$ cat src/rtl/psb_pkg.sv
package psb_pkg;
   localparam int unsigned SR_W      = 16;
   localparam int unsigned T_BIT     = 15;
   localparam int unsigned S_BIT     = 13;
   localparam int unsigned MASK_LO   = 8;
   localparam int unsigned MASK_W    = 3;
   localparam int unsigned CC_W      = 5;
   localparam int unsigned CCR_IN_W  = 8;
   localparam int unsigned SPACE_W   = 3;
   localparam int unsigned KIND_W    = 2;

   localparam logic [SR_W-1:0] SR_DEFINED =
      (SR_W'(1) << T_BIT) | (SR_W'(1) << S_BIT) |
      (SR_W'((1 << MASK_W) - 1) << MASK_LO) | SR_W'((1 << CC_W) - 1);

   typedef enum logic [KIND_W-1:0] {
      KIND_DATA = 2'b00,
      KIND_PROG = 2'b01,
      KIND_CPU  = 2'b10,
      KIND_CPU2 = 2'b11
   } acc_kind_e;

   localparam logic [SPACE_W-1:0] SPACE_CPU = 3'b111;
endpackage

$ cat src/rtl/psb_status_reg.sv
module psb_status_reg
   import psb_pkg::*;
#(
   parameter int unsigned RESET_MASK = 7
) (
   input  logic                clk,
   input  logic                rst_n,
   input  logic                full_we,
   input  logic [SR_W-1:0]     full_wd,
   input  logic                cc_we,
   input  logic [CCR_IN_W-1:0] cc_wd,
   output logic [SR_W-1:0]     sr_q,
   output logic                viol_o
);
   localparam logic [SR_W-1:0] RST_WORD =
      (SR_W'(1) << S_BIT) | (SR_W'(RESET_MASK) << MASK_LO);

   logic            take_full;
   logic [SR_W-1:0] nxt;

   assign take_full = full_we & sr_q[S_BIT];

   always_comb begin
      nxt = sr_q;
      if (take_full) nxt = full_wd;
      if (cc_we)     nxt[CC_W-1:0] = cc_wd[CC_W-1:0];
   end

   for (genvar b = 0; b < SR_W; b++) begin : g_bit
      if (SR_DEFINED[b]) begin : g_flop
         always_ff @(posedge clk or negedge rst_n) begin
            if (!rst_n) sr_q[b] <= RST_WORD[b];
            else        sr_q[b] <= nxt[b];
         end
      end else begin : g_hole
         assign sr_q[b] = 1'b0;
      end
   end

   always_ff @(posedge clk or negedge rst_n) begin
      if (!rst_n) viol_o <= 1'b0;
      else        viol_o <= full_we & ~sr_q[S_BIT];
   end
endmodule

$ cat src/rtl/psb_stack_bank.sv
module psb_stack_bank #(
   parameter int unsigned SP_W = 32
) (
   input  logic            clk,
   input  logic            super_i,
   input  logic            we,
   input  logic [SP_W-1:0] wd,
   output logic [SP_W-1:0] rd
);
   logic [SP_W-1:0] usr_sp;
   logic [SP_W-1:0] sup_sp;

   always_ff @(posedge clk) begin
      if (we && super_i)  sup_sp <= wd;
      if (we && !super_i) usr_sp <= wd;
   end

   assign rd = super_i ? sup_sp : usr_sp;
endmodule

$ cat src/rtl/psb_space_enc.sv
module psb_space_enc
   import psb_pkg::*;
(
   input  logic              super_i,
   input  logic [KIND_W-1:0] kind,
   output logic [SPACE_W-1:0] code
);
   always_comb begin
      unique case (acc_kind_e'(kind))
         KIND_DATA:           code = {super_i, 2'b01};
         KIND_PROG:           code = {super_i, 2'b10};
         KIND_CPU, KIND_CPU2: code = SPACE_CPU;
         default:             code = SPACE_CPU;
      endcase
   end
endmodule

$ cat src/rtl/priv_status_bank.sv
module priv_status_bank
   import psb_pkg::*;
#(
   parameter int unsigned SP_W       = 32,
   parameter int unsigned RESET_MASK = 7
) (
   input  logic                 clk,
   input  logic                 rst_n,
   input  logic                 sr_wr_en,
   input  logic [15:0]          sr_wr_data,
   input  logic                 ccr_wr_en,
   input  logic [7:0]           ccr_wr_data,
   output logic [15:0]          sr_rd,
   output logic                 priv_viol,
   input  logic                 sp_wr_en,
   input  logic [SP_W-1:0]      sp_wr_data,
   output logic [SP_W-1:0]      sp_rd,
   input  logic [1:0]           acc_kind,
   output logic [2:0]           space_code
);
   if (SP_W < 16 || SP_W > 64) begin : g_bad_spw
      $error("SP_W must lie in 16..64");
   end
   if (RESET_MASK >= (1 << MASK_W)) begin : g_bad_mask
      $error("RESET_MASK must fit the mask field");
   end

   logic super_q;

   psb_status_reg #(.RESET_MASK(RESET_MASK)) u_sr (
      .clk     (clk),
      .rst_n   (rst_n),
      .full_we (sr_wr_en),
      .full_wd (sr_wr_data),
      .cc_we   (ccr_wr_en),
      .cc_wd   (ccr_wr_data),
      .sr_q    (sr_rd),
      .viol_o  (priv_viol)
   );

   assign super_q = sr_rd[S_BIT];

   psb_stack_bank #(.SP_W(SP_W)) u_sp (
      .clk     (clk),
      .super_i (super_q),
      .we      (sp_wr_en),
      .wd      (sp_wr_data),
      .rd      (sp_rd)
   );

   psb_space_enc u_fc (
      .super_i (super_q),
      .kind    (acc_kind),
      .code    (space_code)
   );
endmodule

$ cat config.mk
export PLATFORM = sky130hd
export DESIGN_NAME = priv_status_bank
export DESIGN_NICKNAME = d
export VERILOG_FILES = /design/src/rtl/psb_pkg.sv /design/src/rtl/psb_status_reg.sv /design/src/rtl/psb_stack_bank.sv /design/src/rtl/psb_space_enc.sv /design/src/rtl/priv_status_bank.sv
export SDC_FILE = /design/constraint.sdc
export NUM_CORES = 1
export LEC_CHECK = 0
export BUFFER_PORTS_ARGS = -buffer_cell sky130_fd_sc_hd__buf_4
export CORE_ASPECT_RATIO = 0.9
export CORE_MARGIN = 4
export CORE_UTILIZATION = 40
export CTS_BUF_LIST = sky130_fd_sc_hd__clkbuf_16
export DETAILED_ROUTE_END_ITERATION = 16
export PLACE_DENSITY = 0.76
export SETUP_SLACK_MARGIN = 0.05
export SLEW_MARGIN = 5
export SYNTH_ARGS = -nofsm -noshare
export SYNTH_HDL_FRONTEND = slang
export SYNTH_SLANG_ARGS = --single-unit
$ cat constraint.sdc
create_clock -name clk -period 8.65 [get_ports clk]
set_clock_uncertainty 0.1 [all_clocks]
set_input_delay 0.4325 -clock clk [delete_from_list [all_inputs] [get_ports clk]]
set_output_delay 0.4325 -clock clk [all_outputs]
set_load 0.01 [all_outputs]
; Word-level counts from Yosys, hierarchy flattened
; Cells that the tools add are included.
[totals]
latchBits = 0
ff_bits = 75
n_memories = 0
out_inout_bits = 52
rom_bits = 0
ram_bits = 0
input_bits = 63
[classes]
mux = 4
order_cmp = 0
bitwise = 3
multipliers = 0
eq_ne = 3
n_shift = 0
add_sub_neg = 0
n_reduce_logical = 6
div_mod_pow = 0
[op_table]
columns = operator, count
row1 = 32-bit two-way mux, 1
row2 = 5-bit two-way mux, 2
row3 = 3-bit case mux with 3 select lines, 1
row4 = "2-bit equality test, second input constant", 2
row5 = 1-bit bitwise AND, 2
row6 = "2-bit by 1-bit equality test with 1-bit output, second input constant", 1
row7 = 1-bit logical AND, 2
row8 = 2-bit zero test, 1
row9 = 2-bit nonzero test, 1
row10 = 2-bit OR reduction, 1
row11 = 1-bit zero test, 1
row12 = 1-bit NOT, 1

; Logic depth before layout (Yosys ltp)
; Gate-level depths: netlist of the first run.
[logic_depth]
depth_word = 3
ltp_mapped = 4
depth_no_buf = 2

; By module
; From an unflattened synthesis of the first run, not the netlist that was laid out.
[unflattened]
cells_unflattened = 148
hier_area_um2 = 3031.7
[modules_own_cells]
columns = module, area_each_um2, n_inst, cells_per_inst
row1 = psb_stack_bank, 2466.1, 1, 102
row2 = psb_status_reg, 546.8, 1, 43
row3 = psb_space_enc, 18.8, 1, 3

; Worst setup path before layout of the first run
; OpenSTA, ideal clock, no wires.
[synth_path]
kind = flip-flop to flip-flop
start = reg u_sr.sr_q[13]
end = reg u_sp.usr_sp[0] (enable)
stages_incl_launch_ff = 5
period_less_slack_ns = 2.705
setup_slack_ns = 5.945
required_time_ns = 8.125
t_arrival_ns = 2.181
path_buffers = 3
path_cell_list = dfstp_2 > buf_6 > buf_6 > buf_6 > nor2b_1
[synth_via]
elab_chain_cells = 2
[synth_rtl]
columns = element, line
row1 = start: declaration, psb_status_reg.sv:12  ; output logic [SR_W-1:0] sr_q,
row2 = start signal: indexed assignment, psb_status_reg.sv:32  ; if (!rst_n) sr_q[b] <= RST_WORD[b];
row3 = start signal: indexed assignment, psb_status_reg.sv:33  ; else sr_q[b] <= nxt[b];
row4 = 1-bit zero test, psb_stack_bank.sv:15  ; if (we && !super_i) usr_sp <= wd;
row5 = 1-bit logical AND, psb_stack_bank.sv:15
row6 = end signal: assignment, psb_stack_bank.sv:15
row7 = end: declaration, psb_stack_bank.sv:10  ; logic [SP_W-1:0] usr_sp;
; Every way passes these cells.
; A chain may end at the register's enable or synchronous reset.

; Final worst setup path of the first run
[layout_path]
start = reg u_sr.sr_q[13]
end = reg u_sp.sup_sp[6] (enable)
[layout_via]
elab_chain_cells = 1
[layout_rtl]
columns = element, line
row1 = 1-bit logical AND, psb_stack_bank.sv:14  ; if (we && super_i) sup_sp <= wd;
row2 = end signal: assignment, psb_stack_bank.sv:14
row3 = end: declaration, psb_stack_bank.sv:11  ; logic [SP_W-1:0] sup_sp;
; Every way passes these cells.

==> results of run 1 <==
-- state kept, by name (all words and copies together), names as in the netlist --
signal / flops
u_sp.sup_sp: 32
u_sp.usr_sp: 32
u_sr.sr_q: 10
u_sr.viol_o: 1
-- stage by stage --
step                      std cells  instance area [µm²]  total power, mW  hold WS (ns)
after floorplan                 155                 2925           0.4480       0.03691
after global placement          335                 3700           0.4922        0.1781
after detailed placement        335                 3700           0.4947        0.1806
after CTS                       352                 3965           0.8085        0.1884
after global routing            352                 3965           0.8338        0.1757
final                           352                 3965           0.7986        0.2011
-- area by class of cell --
type	instances	area [µm²]	area share, %
clock buffer	9	225.2	5.680
timing repair buffer	101	760.7	19.19
tap	93	116.4	2.935
inverter	2	7.507	0.1893
sequential	75	2202	55.54
clock inverter	7	30.03	0.7573
multi-input combinational	65	623.1	15.71
-- layer usage --
| metal | global-route usage, % | part of all wire [%] | up-vias |
|---|---|---|---|
| met2 | 19.34 | 51 | 62 |
| met4 | 4.906 | 1.3 | 0 |
| met5 | 0 | 0 | - |
| met3 | 4.886 | 5.5 | 6 |
| met1 | 14.92 | 42 | 801 |
| li1 | - | - | 772 |
-- worst max-delay path, cell delays in order, from the launching register on --
cell and delay, ns:
dfstp_2 1.19, and2_1 0.63, buf_4 0.40
-- final timing paths --
check	from	to	slack, ns	cells past startpoint
min in group asynchronous	rst_n	u_sr.sr_q[3]	0.42	2
setup / recovery	u_sr.sr_q[13]	u_sp.sup_sp[6]	5.98	2
hold reg to reg	u_sr.sr_q[15]	u_sr.sr_q[15]	0.41	1
max in group asynchronous	rst_n	u_sr.sr_q[13]	7.80	2
setup reg to reg	u_sr.sr_q[13]	u_sp.sup_sp[6]	5.98	2
hold / removal	sp_wr_data[24]	u_sp.usr_sp[24]	0.20	1
-- where the power goes --
part	switching [mW]	internal, mW	total, mW
clock	0.124	0.188	0.312
combinational	0.0296	0.0440	0.0736
sequential	0.00410	0.409	0.413
total	0.158	0.641	0.799
-- cells in the final DEF (no fill, tap or decap) --
cell	netlist	final
and4b_1	5	5
nand2b_1	1	1
a21boi_0	1	1
buf_4	7	100
dfrtp_1	7	7
or2_2	2	2
clkinv_1	0	3
dlygate4sd3_1	0	1
dfstp_2	4	4
nor2b_1	2	1
clkinvlp_4	0	1
nand2_4	1	1
a311o_1	5	5
and2_1	6	6
mux2_2	36	36
edfxtp_1	64	64
clkbuf_16	0	9
conb_1	1	6
inv_1	2	5
nor2b_4	0	1
-- what timing repair did --
item                                   in CTS  in global routing
endpoints found under the hold margin       7                  0
hold buffers                                1                  0
buffers inserted                            0                  0
gates resized for setup                     0                  0
-- cell families after synthesis --
| family | Yosys count |
|---|---|
| buffers and inverters | 15 |
| AND/OR/NAND/NOR | 17 |
| AO/OA/AOI/OAI | 6 |
| flip-flops | 75 |
| other | 1 |
| multiplexers | 36 |
==> summary.md, run 1 <==
| Metric | Value |
|---|---|
| Cell accounting for the most synthesized area | edfxtp_1 |
| Async SR Flop Fraction | 14.67% |
| Max transition margin | about 34% |
| DP HPWL | 3790 µm |
| Fmax | roughly 0.37 GHz |
| Tmin final | 2.668 ns |
| Antenna violations before repair | 0 |
| Synth Instances | 150 |
| CTS tree | built |
| I/O pin cnt | 115 |
| Longest Clk Path Bufs | 2 |
| Pin count of the biggest net entering global routing | between 40 and 50 |
| # diodes | 0 |
| IO buf count | between 90 and 100 |
| #FFs+latches synth | between 70 and 80 |
| Post-Synth Adder-Cell Area | 0% |
| Mapped cell area | a little under 0.003 mm² |
| Post-synthesis mux area share | between 10% and 20% |
| Cell area power density | about 200 mW/mm² |
| Number of global-route vias before repair | 1591 |
| CP Capture Type | register |
| Layout cells sized above 1 | between 50% and 60% |
| RSZ-0062 raised after global routing | false |
| CTS clock-pin slew for the worst setup and hold paths | approximately 0.050 ns |
| Vias | between 1500 and 2000 |
| Drt first pass iters | 4 |
| RePlAce Congestion | about 0.70 |
| Fin crit share | 30.84% |
| Clock sink count | 75 |
| Cell row count | 29 |
| Outcome | finished clean |
| Number of fill cells | around 570 |
| Worst VDD drop | 0.1150 mV |
| Clock Root Buffer | clkbuf_16 |
| CP Data Arrival Time | approximately 2.6 ns |
| First-pass GRT wire length | roughly 7900 µm |
| Leakage Power | between 1.5 and 2 nW |
| Num CTS Buffers | 9 |
| Initial DRC count | 38 |
| Worst hold path type | in -> reg |
| Post-synthesis sequential area ratio | 75.76% |
| Largest family of logic cells by synthesized area | multiplexers |
| CP required | about 8.5 ns |
| Die height | roughly 90 µm |
| Crit path max fanout | 44 |
| Nets@finish | 317 |
| Final setup TNS | 0 ns |
| Routed len/inst | around 16 µm |
| Cell variety after synth | 18 |
| DP Worst Slack | around 5.9 ns |
| Post-Route WL | about 5500 µm |
| Final hold vios | 0 |
| Simple-Gate Fraction of Synth Area | roughly 4.5% |
| Synth Area in XOR/XNOR | 0% |
| Setup ws final | 5.982 ns |
| Max-cap violations | 0 |
| Worst Max-Slew Pin Slew | about 1.0 ns |
| Primary FF master, synth | edfxtp_1 |
| Vias per Instance | roughly 4.7 |
| Most frequent cell after synthesis | edfxtp_1 |
| EDFF count, synth | 64 |
| Htree depth | 3 |
| Top cells by area, synth | edfxtp_1 (66%), mux2_2 (14%), dfrtp_1 (6.0%), dfstp_2 (3.6%), buf_4 (1.8%) |
| Core area | between 0.007 and 0.008 mm² |
| Die span in x | around 98 µm |
| Congestion Overflow GR | 0 |
| Setup Viol. Count Final | 0 |
| DR DRC count | 0 |
| YS warnings | 0 |
| Top-area cell type share of the netlist area | 66.12% |
| Final core utilization | between 50% and 60% |
| Top cells by count, synth | edfxtp_1 (64), mux2_2 (36), buf_4 (7), dfrtp_1 (7), and2_1 (6) |
| Crit path launch type | register |
| WS Path Type | reg -> reg |
| Latest clock arrival within the worst-skew pair | slightly above 0.3 ns |
| Gr usage total | ~12% |
| Max-slew violation count | 0 |
| Die area | between 0.008 and 0.009 mm² |
| Compound-Gate Fraction of Synth Area | between 1.5 and 2% |
| Post-route ant nets | 0 |
| Initial core utilization | between 40% and 50% |
| Post-synthesis area per instance | 19.38 µm² |
| Area grow syn2layout | 36.42% |
(Power assumes the default switching activity.)
==> run 2: changes to the inputs <==
--- a/config.mk
+++ b/config.mk
@@ -5,6 +5,7 @@
 export SDC_FILE = /design/constraint.sdc
 export NUM_CORES = 1
 export LEC_CHECK = 0
+export ABC_AREA = 1
 export BUFFER_PORTS_ARGS = -buffer_cell sky130_fd_sc_hd__buf_4
 export CORE_ASPECT_RATIO = 0.9
 export CORE_MARGIN = 4
==> constraint.sdc (replaced) <==
create_clock -name clk -period 2.5 [get_ports clk]
set_clock_uncertainty 0.1 [all_clocks]
set_input_delay 0.125 -clock clk [delete_from_list [all_inputs] [get_ports clk]]
set_output_delay 0.125 -clock clk [all_outputs]
set_load 0.01 [all_outputs]
==> summary.md, run 2 <==
| Metric | Value |
|---|---|
| CP Data Arrival Time | 1.89 ns (-0.67 ns) |
| Primary FF master, synth | edfxtp_1 |
| Htree depth | 3 (unchanged) |
| Routed len/inst | 13.23 µm (-15%) |
| Fin crit share | between 80% and 90% |
| Async SR Flop Fraction | 14.67% (unchanged) |
| Antenna violations before repair | 0 (unchanged) |
| Post-synthesis sequential area ratio | 74.61% (-1.2 points) |
| Die area | 0.008819 mm² (+1.4%) |
| Cell area power density | 645.7 mW/mm² (+220%) |
| Number of global-route vias before repair | 2097 (+32%) |
| Latest clock arrival within the worst-skew pair | 0.32 ns (about the same) |
| Synth Instances | 246 (+64%) |
| CTS tree | built |
| Max-cap violations | 0 (unchanged) |
| Top cells by area, synth | edfxtp_1 (65%), nand2_1 (16%), dfrtp_1 (5.9%), dfstp_2 (3.6%), buf_4 (2.5%) |
| I/O pin cnt | 115 (unchanged) |
| Post-Route WL | 6510 µm (+19%) |
| Compound-Gate Fraction of Synth Area | 0% (-2.0 points) |
| Vias per Instance | 4.459 (-4.3%) |
| Leakage Power | 2.017 nW (+26%) |
| Cell variety after synth | 16 (-2) |
| Synth Area in XOR/XNOR | 0% (unchanged) |
| Die height | 89.49 µm (+0.70%) |
| Drt first pass iters | 5 (+1) |
| CP Capture Type | output port |
| Initial DRC count | 121 (+220%) |
| Final hold vios | 0 (unchanged) |
| EDFF count, synth | 64 (unchanged) |
| Fmax | roughly 0.47 GHz |
| Cell row count | 29 (unchanged) |
| CTS clock-pin slew for the worst setup and hold paths | 0.05 ns (about the same) |
| Worst Hold Depth | 5 (+4) |
| RePlAce Congestion | 0.7899 (+13%) |
| Max transition margin | 36.25% (+2.6 points) |
| Post-route ant nets | 0 (unchanged) |
| Die span in x | 98.55 µm (+0.71%) |
| Cell area after layout | 0.004474 mm² (+13%) |
| #FFs+latches synth | 75 (unchanged) |
| Area of placed instances | 0.003741 mm² (+1.1%) |
| Mapped cell area | 0.002952 mm² (+1.5%) |
| Crit path launch type | register |
| Worst R2R Path Depth | 4 (+2) |
| Clock Root Buffer | clkbuf_16 |
| Initial core utilization | 41.50% (+0.42 points) |
| Commonest non-fill, non-tap cell in the layout | nand2_1 |
| Worst VDD drop | 0.5470 mV (+380%) |
| Gr usage total | 14.81% (+2.7 points) |
| Outcome | finished clean |
| Simple-Gate Fraction of Synth Area | 20.22% (+16 points) |
| WS Path Type | reg -> out |
| Clock sink count | 75 (unchanged) |
| Core area | 0.007112 mm² (+0.51%) |
| Max-slew violation count | 0 (unchanged) |
| Post-Synth Adder-Cell Area | 0% (unchanged) |
| Top-area cell type share of the netlist area | 65.11% (-1.0 points) |
| Top cells by count, synth | nand2_1 (127), edfxtp_1 (64), buf_4 (10), nand3_1 (9), dfrtp_1 (7) |
| Largest family of logic cells by synthesized area | simple AND/OR/NAND/NOR gates |
| Final setup TNS | 0 ns (unchanged) |
| First-pass GRT wire length | 9763 µm (+24%) |
| Cell accounting for the most synthesized area | edfxtp_1 |
| YS warnings | 0 (unchanged) |
| Crit path max fanout | 40 (-9.1%) |
| Largest registers | u_sp.sup_sp (32), u_sp.usr_sp (32), u_sr.sr_q (10) |
| Post-synthesis area per instance | 12.00 µm² (-38%) |
| Setup Viol. Count Final | 0 (unchanged) |
| DR DRC count | 0 (unchanged) |
| Number of fill cells | 541 (-5.4%) |
| DP HPWL | 4117 µm (+8.6%) |
| Congestion Overflow GR | 0 (unchanged) |
| Tmin final | 2.116 ns |
| Num CTS Buffers | 9 (unchanged) |
| Most frequent cell after synthesis | nand2_1 |
| DP Worst Slack | 0.6770 ns (-5.235 ns) |
| Area grow syn2layout | 51.59% |
| Layout cells sized above 1 | 32.33% (-27 points) |
| Nets@finish | 457 (+44%) |
| # diodes | 0 (unchanged) |
| Total power | 2.889 mW (+260%) |
| Post-synthesis mux area share | 0% (-14 points) |
| Final core utilization | 62.91% (+6.9 points) |
| IO buf count | 99 (unchanged) |
| Worst Max-Slew Pin Slew | 0.9541 ns (-0.04120 ns) |
| Worst hold path type | in -> reg |
| Setup ws final | 0.3840 ns (-5.598 ns) |
| Commonest cells after routing, fill and taps aside | nand2_1 (127), buf_4 (100), edfxtp_1 (64) |
| Longest Clk Path Bufs | 2 (unchanged) |
| Vias | 2194 (+34%) |
| CP required | 2.28 ns (-6.26 ns) |
| RSZ-0062 raised after global routing | false |
| Pin count of the biggest net entering global routing | 41 (-8.9%) |
| PostCTS Resize Cnt | 0 (unchanged) |
==> run 2: cell types whose count changed after synthesis, moves of 3 or more <==
cell / previous run / this run
and4b_1: 5 / 0
and2_1: 6 / 0
mux2_2: 36 / 0
buf_4: 7 / 10
nand3_1: 0 / 9
nand2_2: 0 / 5
a311o_1: 5 / 0
nand2_1: 0 / 127
nor2_1: 0 / 4
==> run 2: layout make-up <==
type                            count  area (µm²)  area share [%]
Clock buffer                        9       225.2           5.034
Multi-Input combinational cell    154       626.9           14.01
Clock inverter                      7       37.54          0.8389
Tap cell                           93       116.4           2.601
Timing Repair Buffer              148        1241           27.74
Inverter                            6       25.02          0.5593
Sequential cell                    75        2202           49.22
==> run 2: report_power, final <==
| part | switching (mW) | leakage [nW] | internal, mW |
|---|---|---|---|
| clock | 0.447 | 0.135 | 0.657 |
| sequential | 0.0204 | 0.728 | 1.43 |
| combinational | 0.145 | 1.15 | 0.193 |
| total | 0.612 | 2.02 | 2.28 |
==> run 2: per-stage QoR <==
stage / hold slack [ns] / std cells
2_1_floorplan: -0.2706 / 251
3_3_place_gp: -0.1368 / 429
3_5_place_dp: -0.1333 / 429
4_1_cts: 0.001151 / 492
5_1_grt: 0.02245 / 492
6_report: 0.01856 / 492
==> run 2: worst paths after layout <==
kind                                 end      startpoint  slack [ns]
min                         u_sr.sr_q[3]  ccr_wr_data[3]        0.02
max                            sp_rd[24]   u_sr.sr_q[13]        0.38
max reg2reg                 u_sr.sr_q[8]   u_sr.sr_q[13]        0.58
max in group asynchronous  u_sr.sr_q[13]           rst_n        2.00
min in group asynchronous   u_sr.sr_q[4]           rst_n        0.08
min reg2reg                 u_sr.sr_q[9]    u_sr.sr_q[9]        0.37
==> run 2: cells by family (layout without fill, tap and decap cells) <==
logic type / Yosys count / count (layout)
and+or+nand+nor: 148 / 148
DFF: 75 / 75
other: 1 / 6
buffers and inverters: 22 / 170
==> run 2: per-layer routing <==
metal	wire, µm	track usage, %	share of wire (%)
met2	3610	28.12	55
met1	2359	14.87	36
met3	460	5.928	7.1
met5	0	0	0
met4	79	5.211	1.2
==> run 2: repair_timing <==
action	4_1_cts	5_1_grt
hold endpoints to repair	84	0
buffers inserted	0	0
hold buffers	47	0
==> run 2: worst max-delay path: stages (launching register included) <==
cell	delay [ns]
dfstp_2	0.57
buf_4	0.41
inv_4	0.25
nand2_1	0.12
nand2_1	0.07
buf_4	0.15
==> run 3: changes to the inputs <==
--- a/config.mk
+++ b/config.mk
@@ -5,14 +5,14 @@
 export SDC_FILE = /design/constraint.sdc
 export NUM_CORES = 1
 export LEC_CHECK = 0
-export ABC_AREA = 1
+export ABC_AREA = 0
 export BUFFER_PORTS_ARGS = -buffer_cell sky130_fd_sc_hd__buf_4
 export CORE_ASPECT_RATIO = 0.9
 export CORE_MARGIN = 4
 export CORE_UTILIZATION = 40
 export CTS_BUF_LIST = sky130_fd_sc_hd__clkbuf_16
 export DETAILED_ROUTE_END_ITERATION = 16
-export PLACE_DENSITY = 0.76
+export PLACE_DENSITY = 0.78
 export SETUP_SLACK_MARGIN = 0.05
 export SLEW_MARGIN = 5
 export SYNTH_ARGS = -nofsm -noshare
==> constraint.sdc (replaced) <==
create_clock -name clk -period 1.9 [get_ports clk]
set_clock_uncertainty 0.1 [all_clocks]
set_input_delay 0.095 -clock clk [delete_from_list [all_inputs] [get_ports clk]]
set_output_delay 0.095 -clock clk [all_outputs]
set_load 0.01 [all_outputs]
==> summary.md, run 3 (synthesized netlist as in run 1, its figures left out) <==
| Metric | Value |
|---|---|
| Number of global-route vias before repair | 1907 (-9.1%) |
| Fmax | between 0.5 and 0.6 GHz |
| Tmin final | ~1.8 ns |
| CTS tree | built |
| Worst path max stage delay | 0.59 ns (+0.02 ns) |
| Core area | 0.007076 mm² (-0.51%) |
| Outcome | finished clean |
| DP HPWL | 3652 µm (-11%) |
| Hold Slack | 0.01111 ns (-0.007456 ns) |
| Latest clock arrival within the worst-skew pair | 0.32 ns (about the same) |
| Longest Clk Path Bufs | 2 (unchanged) |
| Layout cells sized above 1 | 52.81% (+20 points) |
| Final setup TNS | 0 ns (unchanged) |
| Final hold vios | 0 (unchanged) |
| Die span in x | 97.86 µm (-0.70%) |
| Antenna violations before repair | 0 (unchanged) |
| Crit path max fanout | 21 (-48%) |
| CTS clock-pin slew for the worst setup and hold paths | 0.05 ns (about the same) |
| CP delay by family, top | flip-flops |
| CP Capture Type | output port |
| First-pass GRT wire length | 9266 µm (-5.1%) |
| Congestion Overflow GR | 0 (unchanged) |
| Worst VDD drop | 0.5092 mV (-6.9%) |
| Vias per Instance | 4.581 (+2.7%) |
| Nets@finish | 363 (-21%) |
| CP required | 1.70 ns (-0.58 ns) |
| CP Data Arrival Time | 1.61 ns (-0.28 ns) |
| Launching point of the worst reg2reg path | u_sr.sr_q[13] |
| Commonest cells after routing, fill and taps aside | buf_4 (101), edfxtp_1 (64), dlygate4sd3_1 (43) |
| DP Worst Slack | 0.1886 ns (-0.4883 ns) |
| Final core utilization | 63.40% (+0.48 points) |
| WS Path Type | reg -> out |
| Multi-input gate area | 639.4 µm² (+2.0%) |
| RSZ-0062 raised after global routing | true |
| # diodes | 0 (unchanged) |
| Worst R2R Path Depth | 2 (-2) |
| Pin count of the biggest net entering global routing | 33 (-20%) |
| Max-slew violation count | 0 (unchanged) |
| Die area | 0.008696 mm² (-1.4%) |
| Setup ws final | 0.09761 ns (-0.2864 ns) |
| Sequential cell area | 0.002202 mm² (unchanged) |
| Num CTS Buffers | 9 (unchanged) |
| DR DRC count | 0 (unchanged) |
| Initial DRC count | 45 (-63%) |
| Htree depth | 3 (unchanged) |
| Cell row count | 29 (unchanged) |
| Number of fill cells | 513 (-5.2%) |
| Post-route ant nets | 0 (unchanged) |
| Max-cap violations | 0 (unchanged) |
| Reg2Reg Setup Slack | 0.21 ns (-0.37 ns) |
| Worst Max-Slew Pin Slew | 0.5187 ns (-0.4353 ns) |
| Area grow syn2layout | 54.33% |
| Drt first pass iters | 4 (-1) |
| Commonest non-fill, non-tap cell in the layout | buf_4 |
| Clock sink count | 75 (unchanged) |
| Worst-path cell with the longest stage delay | dfstp_2 |
| Crit path launch type | register |
| Gr usage total | 14.24% (-0.57 points) |
| Total power | 3.969 mW (+37%) |
| Setup crit end | sp_rd[23] |
| Critical path startpoint | u_sr.sr_q[13] |
| Max transition margin | 65.34% (+29 points) |
| Crit path buffers/inverters | 2 (-1) |
| RePlAce Congestion | 0.7004 (-11%) |
| Worst hold path type | in -> reg |
| Routed len/inst | 15.51 µm (+17%) |
| Initial core utilization | 41.08% (-0.42 points) |
| Reg2reg end | u_sp.sup_sp[10] |
| CP Depth | 3 (-2) |
| Leakage Power | 1.831 nW (-9.2%) |
| Fin crit share | 94.86% |
| Setup Viol. Count Final | 0 (unchanged) |
| IO buf count | 99 (unchanged) |
| Cell area power density | 884.8 mW/mm² (+37%) |
| Vias | 1814 (-17%) |
| Clock Root Buffer | clkbuf_16 |
| Die height | 88.87 µm (-0.69%) |
| I/O pin cnt | 115 (unchanged) |
| Post-Route WL | 6143 µm (-5.6%) |
| Largest registers | u_sp.sup_sp (32), u_sp.usr_sp (32), u_sr.sr_q (10) |
| CP Cell Sequence | buf_12 -> mux2_2 -> buf_4 |
## run 3: cell count changes in the layout (fill, tap and decap cells not counted), sizes merged, moves of 5 or more
cell,before,now
nand2,134,1
a311o,0,5
inv,8,3
nand3,9,0
and4b,0,5
mux2,0,36
and2,0,6
## run 3: layer usage
layer	vias to the layer above	global-route usage [%]	part of all wire, %
met5	-	0	0
met4	0	8.176	2.7
met3	15	4.571	6.1
met2	67	25.22	52
met1	869	15.21	39
li1	863	-	-
## run 3: power breakdown
part           internal [mW]  leakage [nW]  switching, mW
clock                   1.12         0.148          0.559
sequential              1.86         0.728         0.0176
combinational          0.257         0.955          0.153
total                   3.24          1.83          0.730
## run 3: final cells by class
class	instances	share of cell area [%]
clock buffer	9	5.021
timing repair buffer	146	27.28
multi-input combinational	66	14.25
sequential	75	49.09
clock inverter	5	1.590
tap	93	2.594
inverter	2	0.1674
## run 3: tightest hold or removal path, delay by kind of cell
kind                   cells  cell delay, ns
AO/OA/AOI/OAI              1            0.11
buffers and inverters      1            0.07
AND/OR/NAND/NOR            1            0.11
## run 3: repair_timing
item / CTS / global route
endpoints found under the hold margin: 84 / 0
cloned: 0 / 1
resized for setup: 5 / 1
setup endpoints to repair: 32 / 34
hold buffers: 43 / 0
setup buffers: 2 / 0
## run 3: worst min path at each step
stage	start	end	slack, ns	depth (start not counted)
global route	ccr_wr_data[3]	u_sr.sr_q[3]	0.002	3
global placement	rst_n	u_sr.sr_q[2]	-0.17	1
CTS	ccr_wr_data[3]	u_sr.sr_q[3]	0.01	3
finish	ccr_wr_data[3]	u_sr.sr_q[3]	0.01	3
floorplan	rst_n	u_sr.sr_q[0]	-0.30	0
detailed placement	rst_n	u_sr.sr_q[2]	-0.16	1
## run 3: metrics by stage
step	std cells	area, µm²
CTS	395	4472
finish	396	4486
floorplan	155	2935
global placement	336	3710
detailed placement	336	3710
global route	396	4486
